[src/rtl/pwm_pkg.sv]
package pwm_pkg;

    typedef enum logic {
        DIR_UP   = 1'b0,
        DIR_DOWN = 1'b1
    } cnt_dir_e;

endpackage

[src/rtl/pwm_timebase.sv]
module pwm_timebase
    import pwm_pkg::*;
#(
    parameter int CNT_W = 16,
    parameter int DT_W  = 10,
    parameter int SW_W  = 8,
    parameter int NCH   = 3
) (
    input  logic                 clk,
    input  logic                 rst_n,
    input  logic                 trip_i,
    input  logic [CNT_W-1:0]     per_i,
    input  logic [DT_W-1:0]      dt_i,
    input  logic [SW_W-1:0]      sw_i,
    input  logic [NCH*CNT_W-1:0] duty_i,
    input  logic                 dbl_i,
    output logic [CNT_W-1:0]     cnt_o,
    output cnt_dir_e             dir_o,
    output logic                 run_o,
    output logic [CNT_W-1:0]     per_o,
    output logic [DT_W-1:0]      dt_o,
    output logic [NCH*CNT_W-1:0] duty_o,
    output logic                 sync_o,
    output logic                 irq_o
);

    localparam logic [CNT_W-1:0] CNT_ONE = {{(CNT_W-1){1'b0}}, 1'b1};
    localparam logic [SW_W-1:0]  SW_ONE  = {{(SW_W-1){1'b0}}, 1'b1};

    typedef struct packed {
        logic [CNT_W-1:0]     cnt;
        cnt_dir_e             dir;
        logic                 run;
        logic                 irq;
        logic [SW_W-1:0]      swc;
        logic                 dbl;
        logic [CNT_W-1:0]     per;
        logic [DT_W-1:0]      dt;
        logic [NCH*CNT_W-1:0] duty;
    } tbase_t;

    tbase_t s_d, s_q;

    logic [CNT_W-1:0] per_in;
    logic [SW_W-1:0]  sw_in;
    logic             at_start;
    logic             at_mid;

    always_comb begin
        per_in   = (per_i == '0) ? CNT_ONE : per_i;
        sw_in    = (sw_i == '0) ? SW_ONE : sw_i;
        at_start = !s_q.run || (s_q.dir == DIR_DOWN && s_q.cnt == CNT_ONE);
        at_mid   = s_q.run && s_q.dir == DIR_UP && (s_q.cnt >= s_q.per - CNT_ONE);

        s_d     = s_q;
        s_d.irq = 1'b0;
        if (s_q.swc != '0) begin
            s_d.swc = s_q.swc - SW_ONE;
        end

        if (trip_i || at_start) begin
            s_d.cnt  = '0;
            s_d.dir  = DIR_UP;
            s_d.per  = per_in;
            s_d.dt   = dt_i;
            s_d.duty = duty_i;
            s_d.dbl  = dbl_i;
            if (trip_i) begin
                s_d.run = 1'b0;
                s_d.swc = '0;
            end else begin
                s_d.run = 1'b1;
                s_d.irq = 1'b1;
                s_d.swc = sw_in;
            end
        end else if (at_mid) begin
            s_d.dir = DIR_DOWN;
            if (s_q.dbl) begin
                s_d.cnt  = per_in;
                s_d.per  = per_in;
                s_d.dt   = dt_i;
                s_d.duty = duty_i;
            end else begin
                s_d.cnt = s_q.per;
            end
        end else if (s_q.dir == DIR_UP) begin
            s_d.cnt = s_q.cnt + CNT_ONE;
        end else begin
            s_d.cnt = s_q.cnt - CNT_ONE;
        end
    end

    always_ff @(posedge clk or negedge rst_n) begin
        if (!rst_n) begin
            s_q <= '0;
        end else begin
            s_q <= s_d;
        end
    end

    assign cnt_o  = s_q.cnt;
    assign dir_o  = s_q.dir;
    assign run_o  = s_q.run;
    assign per_o  = s_q.per;
    assign dt_o   = s_q.dt;
    assign duty_o = s_q.duty;
    assign sync_o = s_q.run && (s_q.swc != '0);
    assign irq_o  = s_q.irq;

    // the running counter never passes the loaded half-period
    p_cnt_bound_r1: assert property (@(posedge clk) disable iff (!rst_n)
        s_q.run |-> (s_q.cnt <= s_q.per));

    // the end of the down-count wraps to a new up-count from zero
    p_wrap_r1: assert property (@(posedge clk) disable iff (!rst_n)
        (s_q.run && s_q.dir == DIR_DOWN && s_q.cnt == CNT_ONE && !trip_i)
        |=> (s_q.cnt == '0 && s_q.dir == DIR_UP && irq_o));

    // the interrupt cycle always falls inside the sync pulse
    p_irq_in_sync_r3: assert property (@(posedge clk) disable iff (!rst_n)
        irq_o |-> sync_o);

    // a trip parks the counter at zero on the next cycle
    p_trip_park_r7: assert property (@(posedge clk) disable iff (!rst_n)
        trip_i |=> (!s_q.run && s_q.cnt == '0));

    // in single update mode, mid-period leaves the working set alone
    p_single_hold_r8: assert property (@(posedge clk) disable iff (!rst_n)
        (at_mid && !s_q.dbl && !trip_i) |=> ($stable(s_q.per) && $stable(s_q.duty)));

endmodule

[src/rtl/pwm_leg.sv]
module pwm_leg
    import pwm_pkg::*;
#(
    parameter int CNT_W = 16,
    parameter int DT_W  = 10
) (
    input  logic             clk,
    input  logic             rst_n,
    input  logic [CNT_W-1:0] cnt_i,
    input  cnt_dir_e         dir_i,
    input  logic             run_i,
    input  logic [CNT_W-1:0] per_i,
    input  logic [DT_W-1:0]  dt_i,
    input  logic [CNT_W-1:0] duty_i,
    output logic             hi_o,
    output logic             lo_o
);

    localparam int EW = CNT_W + 1;

    logic [CNT_W-1:0] duty_c;
    logic [CNT_W-1:0] dt_x;
    logic [EW-1:0]    on_w;
    logic [EW-1:0]    off_w;
    logic [EW-1:0]    off_sum;

    function automatic logic reached(input logic [CNT_W-1:0] c,
                                     input cnt_dir_e         d,
                                     input logic [CNT_W-1:0] p,
                                     input logic [EW-1:0]    w);
        logic [EW-1:0] s;
        s = {1'b0, c} + w;
        if (d == DIR_UP) begin
            return s >= {1'b0, p};
        end
        return s > {1'b0, p};
    endfunction

    always_comb begin
        dt_x    = CNT_W'(dt_i);
        duty_c  = (duty_i > per_i) ? per_i : duty_i;
        on_w    = (duty_c > dt_x) ? {1'b0, duty_c - dt_x} : '0;
        off_sum = {1'b0, duty_c} + {1'b0, dt_x};
        off_w   = (off_sum > {1'b0, per_i}) ? {1'b0, per_i} : off_sum;
        hi_o    = run_i && reached(cnt_i, dir_i, per_i, on_w);
        lo_o    = run_i && !reached(cnt_i, dir_i, per_i, off_w);
    end

    // a complementary pair is never driven together
    p_no_overlap_r6: assert property (@(posedge clk) disable iff (!rst_n)
        !(hi_o && lo_o));

    // with nonzero dead time the low side is still off as the high side drops
    p_dead_gap_r6: assert property (@(posedge clk) disable iff (!rst_n)
        ($fell(hi_o) && dt_i != '0) |-> !lo_o);

endmodule

[src/rtl/tri_pwm_gen.sv]
module tri_pwm_gen
    import pwm_pkg::*;
#(
    parameter int CNT_W = 16,
    parameter int DT_W  = 10,
    parameter int SW_W  = 8,
    parameter int NCH   = 3
) (
    input  logic                 clk,
    input  logic                 rst_n,
    input  logic                 trip_i,
    input  logic [CNT_W-1:0]     half_per_i,
    input  logic [DT_W-1:0]      dead_i,
    input  logic [SW_W-1:0]      sync_w_i,
    input  logic [NCH*CNT_W-1:0] duty_i,
    input  logic                 dbl_upd_i,
    output logic [NCH-1:0]       pwm_hi_o,
    output logic [NCH-1:0]       pwm_lo_o,
    output logic                 sync_o,
    output logic                 irq_o,
    output logic                 second_half_o
);

    logic [CNT_W-1:0]     cnt_w;
    cnt_dir_e             dir_w;
    logic                 run_w;
    logic [CNT_W-1:0]     per_w;
    logic [DT_W-1:0]      dt_w;
    logic [NCH*CNT_W-1:0] duty_w;

    pwm_timebase #(
        .CNT_W(CNT_W), .DT_W(DT_W), .SW_W(SW_W), .NCH(NCH)
    ) u_tbase (
        .clk    (clk),
        .rst_n  (rst_n),
        .trip_i (trip_i),
        .per_i  (half_per_i),
        .dt_i   (dead_i),
        .sw_i   (sync_w_i),
        .duty_i (duty_i),
        .dbl_i  (dbl_upd_i),
        .cnt_o  (cnt_w),
        .dir_o  (dir_w),
        .run_o  (run_w),
        .per_o  (per_w),
        .dt_o   (dt_w),
        .duty_o (duty_w),
        .sync_o (sync_o),
        .irq_o  (irq_o)
    );

    for (genvar g = 0; g < NCH; g++) begin : g_leg
        pwm_leg #(
            .CNT_W(CNT_W), .DT_W(DT_W)
        ) u_leg (
            .clk    (clk),
            .rst_n  (rst_n),
            .cnt_i  (cnt_w),
            .dir_i  (dir_w),
            .run_i  (run_w),
            .per_i  (per_w),
            .dt_i   (dt_w),
            .duty_i (duty_w[g*CNT_W +: CNT_W]),
            .hi_o   (pwm_hi_o[g]),
            .lo_o   (pwm_lo_o[g])
        );
    end

    assign second_half_o = run_w && (dir_w == DIR_DOWN);

    // one cycle after a trip request every output is quiet
    p_trip_quiet_r7: assert property (@(posedge clk) disable iff (!rst_n)
        trip_i |=> (pwm_hi_o == '0 && pwm_lo_o == '0 && !sync_o && !irq_o && !second_half_o));

    // the half flag rises only after the interrupt cycle has passed
    p_half_after_start_r2: assert property (@(posedge clk) disable iff (!rst_n)
        irq_o |-> !second_half_o);

endmodule

[config.mk]
export PLATFORM = sky130hd
export DESIGN_NAME = tri_pwm_gen
export DESIGN_NICKNAME = d
export VERILOG_FILES = /design/src/rtl/pwm_pkg.sv /design/src/rtl/pwm_timebase.sv /design/src/rtl/pwm_leg.sv /design/src/rtl/tri_pwm_gen.sv
export SDC_FILE = /design/constraint.sdc
export NUM_CORES = 1
export LEC_CHECK = 0
export BUFFER_PORTS_ARGS = -buffer_cell sky130_fd_sc_hd__buf_2
export CORE_ASPECT_RATIO = 0.5
export CORE_MARGIN = 4
export CORE_UTILIZATION = 45
export DETAILED_ROUTE_END_ITERATION = 8
export GPL_TIMING_DRIVEN = 1
export PLACE_DENSITY_LB_ADDON = 0.05
export SETUP_SLACK_MARGIN = 0.3
export SLEW_MARGIN = 20
export SYNTH_ARGS = -nofsm -noshare
export SYNTH_HDL_FRONTEND = slang
export SYNTH_HIERARCHICAL = 1
export SYNTH_SLANG_ARGS = --single-unit
[constraint.sdc]
create_clock -name clk -period 15.4 [get_ports clk]
set_input_delay 1.54 -clock clk [delete_from_list [all_inputs] [get_ports clk]]
set_output_delay 1.54 -clock clk [all_outputs]
set_load 0.02 [all_outputs]
Word-level counts from Yosys, hierarchy flattened
Index checks and enable logic that the tools add are counted.

storage, ports and cells
  bits of input ports = 86
  memory bits (writable) = 0
  word-level logic and storage cells = 102
  output and inout port bits = 9
  register bits = 102
  memories = 0
  bits in read-only memories = 0
  bits in latches = 0

cells by class
  eq/ne operators = 1
  multipliers = 0
  muxes and demuxes = 29
  divide/modulo/power cells = 0
  bitwise logic cells = 1
  $add $sub $neg = 16
  shifts and indexed selects = 0
  reductions and logical operators = 24
  magnitude comparators = 22

operators by type and width
  cell                                                                    number
  74-bit two-way mux                                                      3
  16-bit two-way mux                                                      10
  17-bit by 16-bit > comparator with 1-bit output                         9
  16-bit by 17-bit adder with 17-bit output                               6
  17-bit by 16-bit greater-or-equal comparator with 1-bit output          6
  17-bit two-way mux                                                      4
  16-bit by 10-bit adder with 17-bit output                               3
  16-bit by 10-bit > comparator with 1-bit output                         3
  16-bit > comparator                                                     3
  16-bit by 10-bit subtractor with 16-bit output                          3
  16-bit by 1-bit subtractor with 16-bit output, second input constant    2
  8-bit two-way mux                                                       3
  16-bit by 1-bit adder with 16-bit output, second input constant         1
  16-bit by 1-bit equality test with 1-bit output, second input constant  1
  16-bit greater-or-equal comparator                                      1
  16-bit logical NOT                                                      1
  1-bit logical AND                                                       11
  10-bit two-way mux                                                      1
  8-bit logical NOT                                                       1
  1-bit two-way mux                                                       8
  8-bit nonzero test                                                      1
  8-bit by 1-bit subtractor with 8-bit output, second input constant      1
  2-bit nonzero test                                                      3
  1-bit logical NOT                                                       4
  other kinds (3)                                                         4

Depth between registers and ports, before layout
  word-level depth = 10
  depth in mapped cells = 50
  mapped depth without buffers = 45

By module
The synthesis kept the hierarchy.

by module, submodules not included
  module                     area an instance (um^2)  seq. area each (um^2)  cells an instance  times used
  pwm_timebase               6339.8                   2552.4                 562                1
  pwm_leg at g_leg[0].u_leg  4591.9                   0.0                    626                1
  pwm_leg at g_leg[1].u_leg  4529.3                   0.0                    616                1
  pwm_leg at g_leg[2].u_leg  4529.3                   0.0                    589                1
  tri_pwm_gen                6.3                      0.0                    1                  1

Least setup slack after synthesis
Ideal clock, no wire load.

  kind = reg2out
  start point = reg u_tbase.s_q (netlist bit u_tbase/per_o[12])
  end point = out pwm_lo_o[0]
  cell stages (with the launch flop) = 46
  path slack = 3.881 ns
  arrival = 9.979 ns
  path buffers = 5
  data required time = 13.860 ns
  cell sequence = dfrtp_1 -> buf_4 -> clkbuf_1 -> inv_1 -> ha_1 -> nand4_1 -> or4_1 -> and2_1 -> o31a_1 -> buf_2 -> inv_1 -> buf_2 -> o21ai_0 -> fa_1 -> nor2b_1 -> o21ai_0 -> nand3_1 -> a31oi_1 -> (+10 left out) -> mux2_1 -> fa_1 -> a21o_1 -> a21oi_1 -> o21ai_0 -> a31oi_1 -> o21ai_0 -> o41a_1 -> a21oi_1 -> xnor2_1 -> ha_1 -> nand2_1 -> nor3_1 -> nand2_1 -> nand2_1 -> a31oi_1 -> a211oi_1 -> and3_1

on the way
  longest elaborated chain between the ends = 10
  elaborated cells between the ends (all ways) = 11
  classes of those cells = add/sub: 2; order compare: 4; mux: 3; reduce/logical: 2

ends and longest elaborated chain
  item                                                                                                                               RTL line                      source
  from (decl)                                                                                                                        pwm_timebase.sv:42            tbase_t s_d, s_q;
  from (signal assigned)                                                                                                             pwm_timebase.sv:95            s_q <= '0;
  from (signal assigned)                                                                                                             pwm_timebase.sv:97            s_q <= s_d;
  16-bit > comparator                                                                                                                pwm_leg.sv:41                 duty_c = (duty_i > per_i) ? per_i : duty_i;
  16-bit two-way mux                                                                                                                 pwm_leg.sv:41
  16-bit by 10-bit adder with 17-bit output                                                                                          pwm_leg.sv:43                 off_sum = {1'b0, duty_c} + {1'b0, dt_x};
  17-bit by 16-bit > comparator with 1-bit output                                                                                    pwm_leg.sv:44                 off_w = (off_sum > {1'b0, per_i}) ? {1'b0, per_i} : off_sum;
  17-bit two-way mux                                                                                                                 pwm_leg.sv:44
  16-bit by 17-bit adder with 17-bit output                                                                                          pwm_leg.sv:32                 s = {1'b0, c} + w;
  17-bit by 16-bit greater-or-equal comparator with 1-bit output or 17-bit by 16-bit > comparator with 1-bit output (tied branches)  pwm_leg.sv:34, pwm_leg.sv:36
  1-bit two-way mux (*)                                                                                                              pwm_leg.sv:36                 return s > {1'b0, p};
  1-bit logical NOT (*)                                                                                                              pwm_leg.sv:46                 lo_o = run_i && !reached(cnt_i, dir_i, per_i, off_w);
  1-bit logical AND (*)                                                                                                              pwm_leg.sv:46
  to (decl)                                                                                                                          tri_pwm_gen.sv:18             output logic [NCH-1:0] pwm_lo_o,

Mark *: on every way between the ends. The rest lies on a longest branch, timed or not.

Worst setup path in the final report
  start point = reg u_tbase.s_q (netlist bit u_tbase/per_o[7])
  end point = out pwm_lo_o[0]

Same word-level chain as after synthesis.

==> impl_metrics.tcl <==
set metrics [dict create \
    wl_mm 69.1 \
    crit_end "pwm_lo_o[0]" \
    slew_headroom_pct 28.9 \
    layout_commonest_cell "ha_1" \
    comb_power_share_pct 77.6 \
    syn_avg_cell_area_um2 8.35 \
    maxSlewViolCount 0 \
    rsz0062_at_grt "no" \
    syn_inst 2394 \
    antenna_found_initial 4 \
    rr_startpoint "u_tbase/per_o[4]$_DFFE_PN0P_" \
    p_sw_share_pct 51.2 \
    slowest_stage "o41ai_1" \
    gp_congestion 0.995 \
    rows 54 \
    synth_area_leader_cell "ha_1" \
    maxCapViolations 0 \
    slowest_delay_ns 0.83 \
    p_clk_share_pct 10.0 \
    ys_ff_latch 102 \
    period_share_pct 93.0 \
    final_cell_mix "ha_1, nor2_1, inv_1, a21oi_1, nand2_1" \
    cp.arrival_ns 12.77 \
    hold_buffers 0 \
    end_kind "primary output" \
    p_int_mw 1.30 \
    io_pins 95 \
    synth.top_cells.by_area "ha_1, dfrtp_1, xnor2_1" \
    run_status "complete, no violations" \
    hold_viol_final 0 \
    drtIter0Drc 1588 \
    cp_max_fo 22 \
    fin_skew_ns 0.0188 \
    num_vias 17695 \
    p_sw_mw 1.37 \
    clkLatencyLatePin_ns 0.39 \
    start_util_pct 45.7 \
    io_buffers 94 \
    grt_pass1_vias 16810 \
    die_y_um 157 \
    root_buffer "clkbuf_16" \
    async_reset_ff_share_pct 100 \
    power_density_mw_per_mm2 128 \
    num-nets-final 2868 \
    syn_area_mm2 0.0200 \
    fin_crit_ns 14.31 \
    die_w_um 306 \
    ctsResizeCount 0 \
    max-clock-path-buffers 2 \
    grt.overflow.total 0 \
    synth_top_area_share_pct 23.5 \
    p_leak_nw 10.0 \
    crit_path_start_kind "flop" \
    grt_max_degree 66 \
    layout-drive-gt1-share_pct 12.8 \
    synthToLayoutAreaGrowth_pct 3.99 \
    path_clk_slew_ns 0.08 \
    cts_setup_buffers 0 \
    path_class "reg -> out" \
    numCtsBuffers 9 \
    critPathTopFamily "compound AO/OA/AOI/OAI gates" \
    grt_usage_pct 28.5 \
    seq_area_frac_synth_pct 12.8 \
    ir_drop_v 0.0000499 \
    crit_cells 42 \
    cts.htree.levels 3 \
    synth_nets 2868 \
    max_freq_ghz 0.0699 \
    min-delay-path-class "reg -> reg" \
    avgViaCountPerCell 5.92 \
    reg2reg_to "u_tbase/duty_o[20]$_DFFE_PN0P_" \
    yosysWarningCount 6 \
    grt_pass1_wl_mm 105 \
    synth_edf_count 0 \
    cts_tree "yes" \
    r2r_setup_slack_ns 10.01 \
    dr.pass1.iters 7 \
    drcViolationCount 0 \
    worstSetupStartpoint "u_tbase/per_o[7]$_DFFE_PN0P_" \
    p_seq_share_pct 12.5 \
    whs_ns 0.518 \
    setup_viol 0 \
    insertedDiodeCount 0 \
    die_area_mm2 0.0481 \
    setup_tns_ns 0 \
    reg2reg_depth 15 \
    coreArea_mm2 0.0437 \
    routedWlPerCell_um 23.1 \
    fin_util_pct 47.6 \
    clock_sinks 102 \
    synthDistinctLibCells 90 \
    synthFlopType "dfrtp_1" \
    fillCellCount 4322 \
    power.total_mw 2.67 \
    dp_hpwl_mm 55.6 \
    tightest_slew_ns 1.05 \
    crit_buf_inv 4 \
    ant_nets 0 \
    required_ns 13.86 \
]
## synthesized netlist by cell type (all sizes together) (16+ instances only)
| cell | number |
|---|---|
| ha | 376 |
| nor2 | 209 |
| a21oi | 156 |
| inv | 154 |
| nand2 | 136 |
| buf | 121 |
| xnor2 | 119 |
| mux2 | 114 |
| o21ai | 107 |
| dfrtp | 102 |
| nor3 | 63 |
| nand3 | 59 |
| xor2 | 59 |
| nand4 | 55 |
| a21o | 48 |
| nor2b | 41 |
| a211oi | 40 |
| mux2i | 36 |
| o21a | 32 |
| nand2b | 28 |
| nor4 | 27 |
| o211ai | 26 |
| a31oi | 23 |
| clkbuf | 23 |
| or3 | 21 |
| o21bai | 16 |
## state kept, by name, indices dropped and copies added (netlist names)
| signal | flops |
|---|---|
| u_tbase/dt_o | 10 |
| u_tbase/duty_o | 48 |
| u_tbase/cnt_o | 16 |
| u_tbase/per_o | 16 |
| u_tbase/s_q | 9 |
| u_tbase/irq_o | 1 |
| u_tbase/run_o | 1 |
| u_tbase/dir_o | 1 |
## kinds of logic (layout without fill, tap and decap cells)
kind of cell	count (synthesis)	count (layout)	synth area share, %
buffers and inverters	298	303	8.07
AOI/OAI and AO/OA	563	563	19.2
muxes	150	150	9.52
DFF	102	102	12.8
adders and majority gates	388	388	24.7
and+or+nand+nor	715	715	18.0
xor gates and xnor gates	178	178	7.80
## routing by layer
metal	wire, um	track usage [%]	vias up
met4	1630	6.64	2
met1	35000	42.4	8399
met5	8	0	-
met2	26900	41.0	536
li1	-	-	8680
met3	5540	7.34	78
## power by group through the flow
| stage | clock network [mW] | registers, mW | logic [mW] |
|---|---|---|---|
| floorplan | 0 | 0.305 | 1.59 |
| finish | 0.266 | 0.333 | 2.07 |
| CTS | 0.276 | 0.333 | 2.04 |
| global route | 0.285 | 0.336 | 2.31 |
| detailed placement | 0 | 0.338 | 2.02 |
| global placement | 0 | 0.338 | 2.02 |
## stage by stage
stage / setup WS [ns] / instance area (um^2) / instances
after floorplan: 3.88 / 20000 / 2394
after global placement: 2.16 / 20500 / 2971
after detailed placement: 1.81 / 20500 / 2971
after CTS: 1.34 / 20800 / 2987
after global routing: 0.347 / 20800 / 2987
final: 1.09 / 20800 / 2987
## worst register-to-register path, cell delays in order, from the launching register on
cell      delay, ns
dfrtp_1        0.60
nor4_1         0.42
nor4b_1        0.67
nand2_1        0.18
nor3_1         0.22
xnor2_1        0.15
ha_1           0.26
nand4_1        0.15
nor3_1         0.08
a311oi_2       0.33
a21oi_2        0.10
buf_4          0.25
a21oi_4        0.18
buf_4          0.49
buf_4          0.71
mux2_4         0.47
## worst min path at each step
| stage | startpoint | end | slack [ns] | cells past startpoint |
|---|---|---|---|---|
| 4_1_cts | u_tbase/duty_o[32]$_DFFE_PN0P_ | u_tbase/duty_o[32]$_DFFE_PN0P_ | 0.52 | 1 |
| 5_1_grt | u_tbase/duty_o[32]$_DFFE_PN0P_ | u_tbase/duty_o[32]$_DFFE_PN0P_ | 0.53 | 1 |
| 2_1_floorplan | u_tbase/duty_o[0]$_DFFE_PN0P_ | u_tbase/duty_o[0]$_DFFE_PN0P_ | 0.48 | 1 |
| 3_3_place_gp | u_tbase/duty_o[0]$_DFFE_PN0P_ | u_tbase/duty_o[0]$_DFFE_PN0P_ | 0.49 | 1 |
| 3_5_place_dp | u_tbase/duty_o[32]$_DFFE_PN0P_ | u_tbase/duty_o[32]$_DFFE_PN0P_ | 0.50 | 1 |
| 6_report | u_tbase/duty_o[0]$_DFFE_PN0P_ | u_tbase/duty_o[0]$_DFFE_PN0P_ | 0.52 | 1 |
## area by class of cell
type	instances	area [um^2]	share of cell area (%)
sequential	102	2550	12.3
clock buffer	10	239	1.15
inverter	154	578	2.78
tap	588	736	3.54
multi-input combinational	1994	15800	76.2
timing repair buffer	133	766	3.68
clock inverter	6	85.1	0.409
No activity file was read; power rests on OpenSTA's default activity.
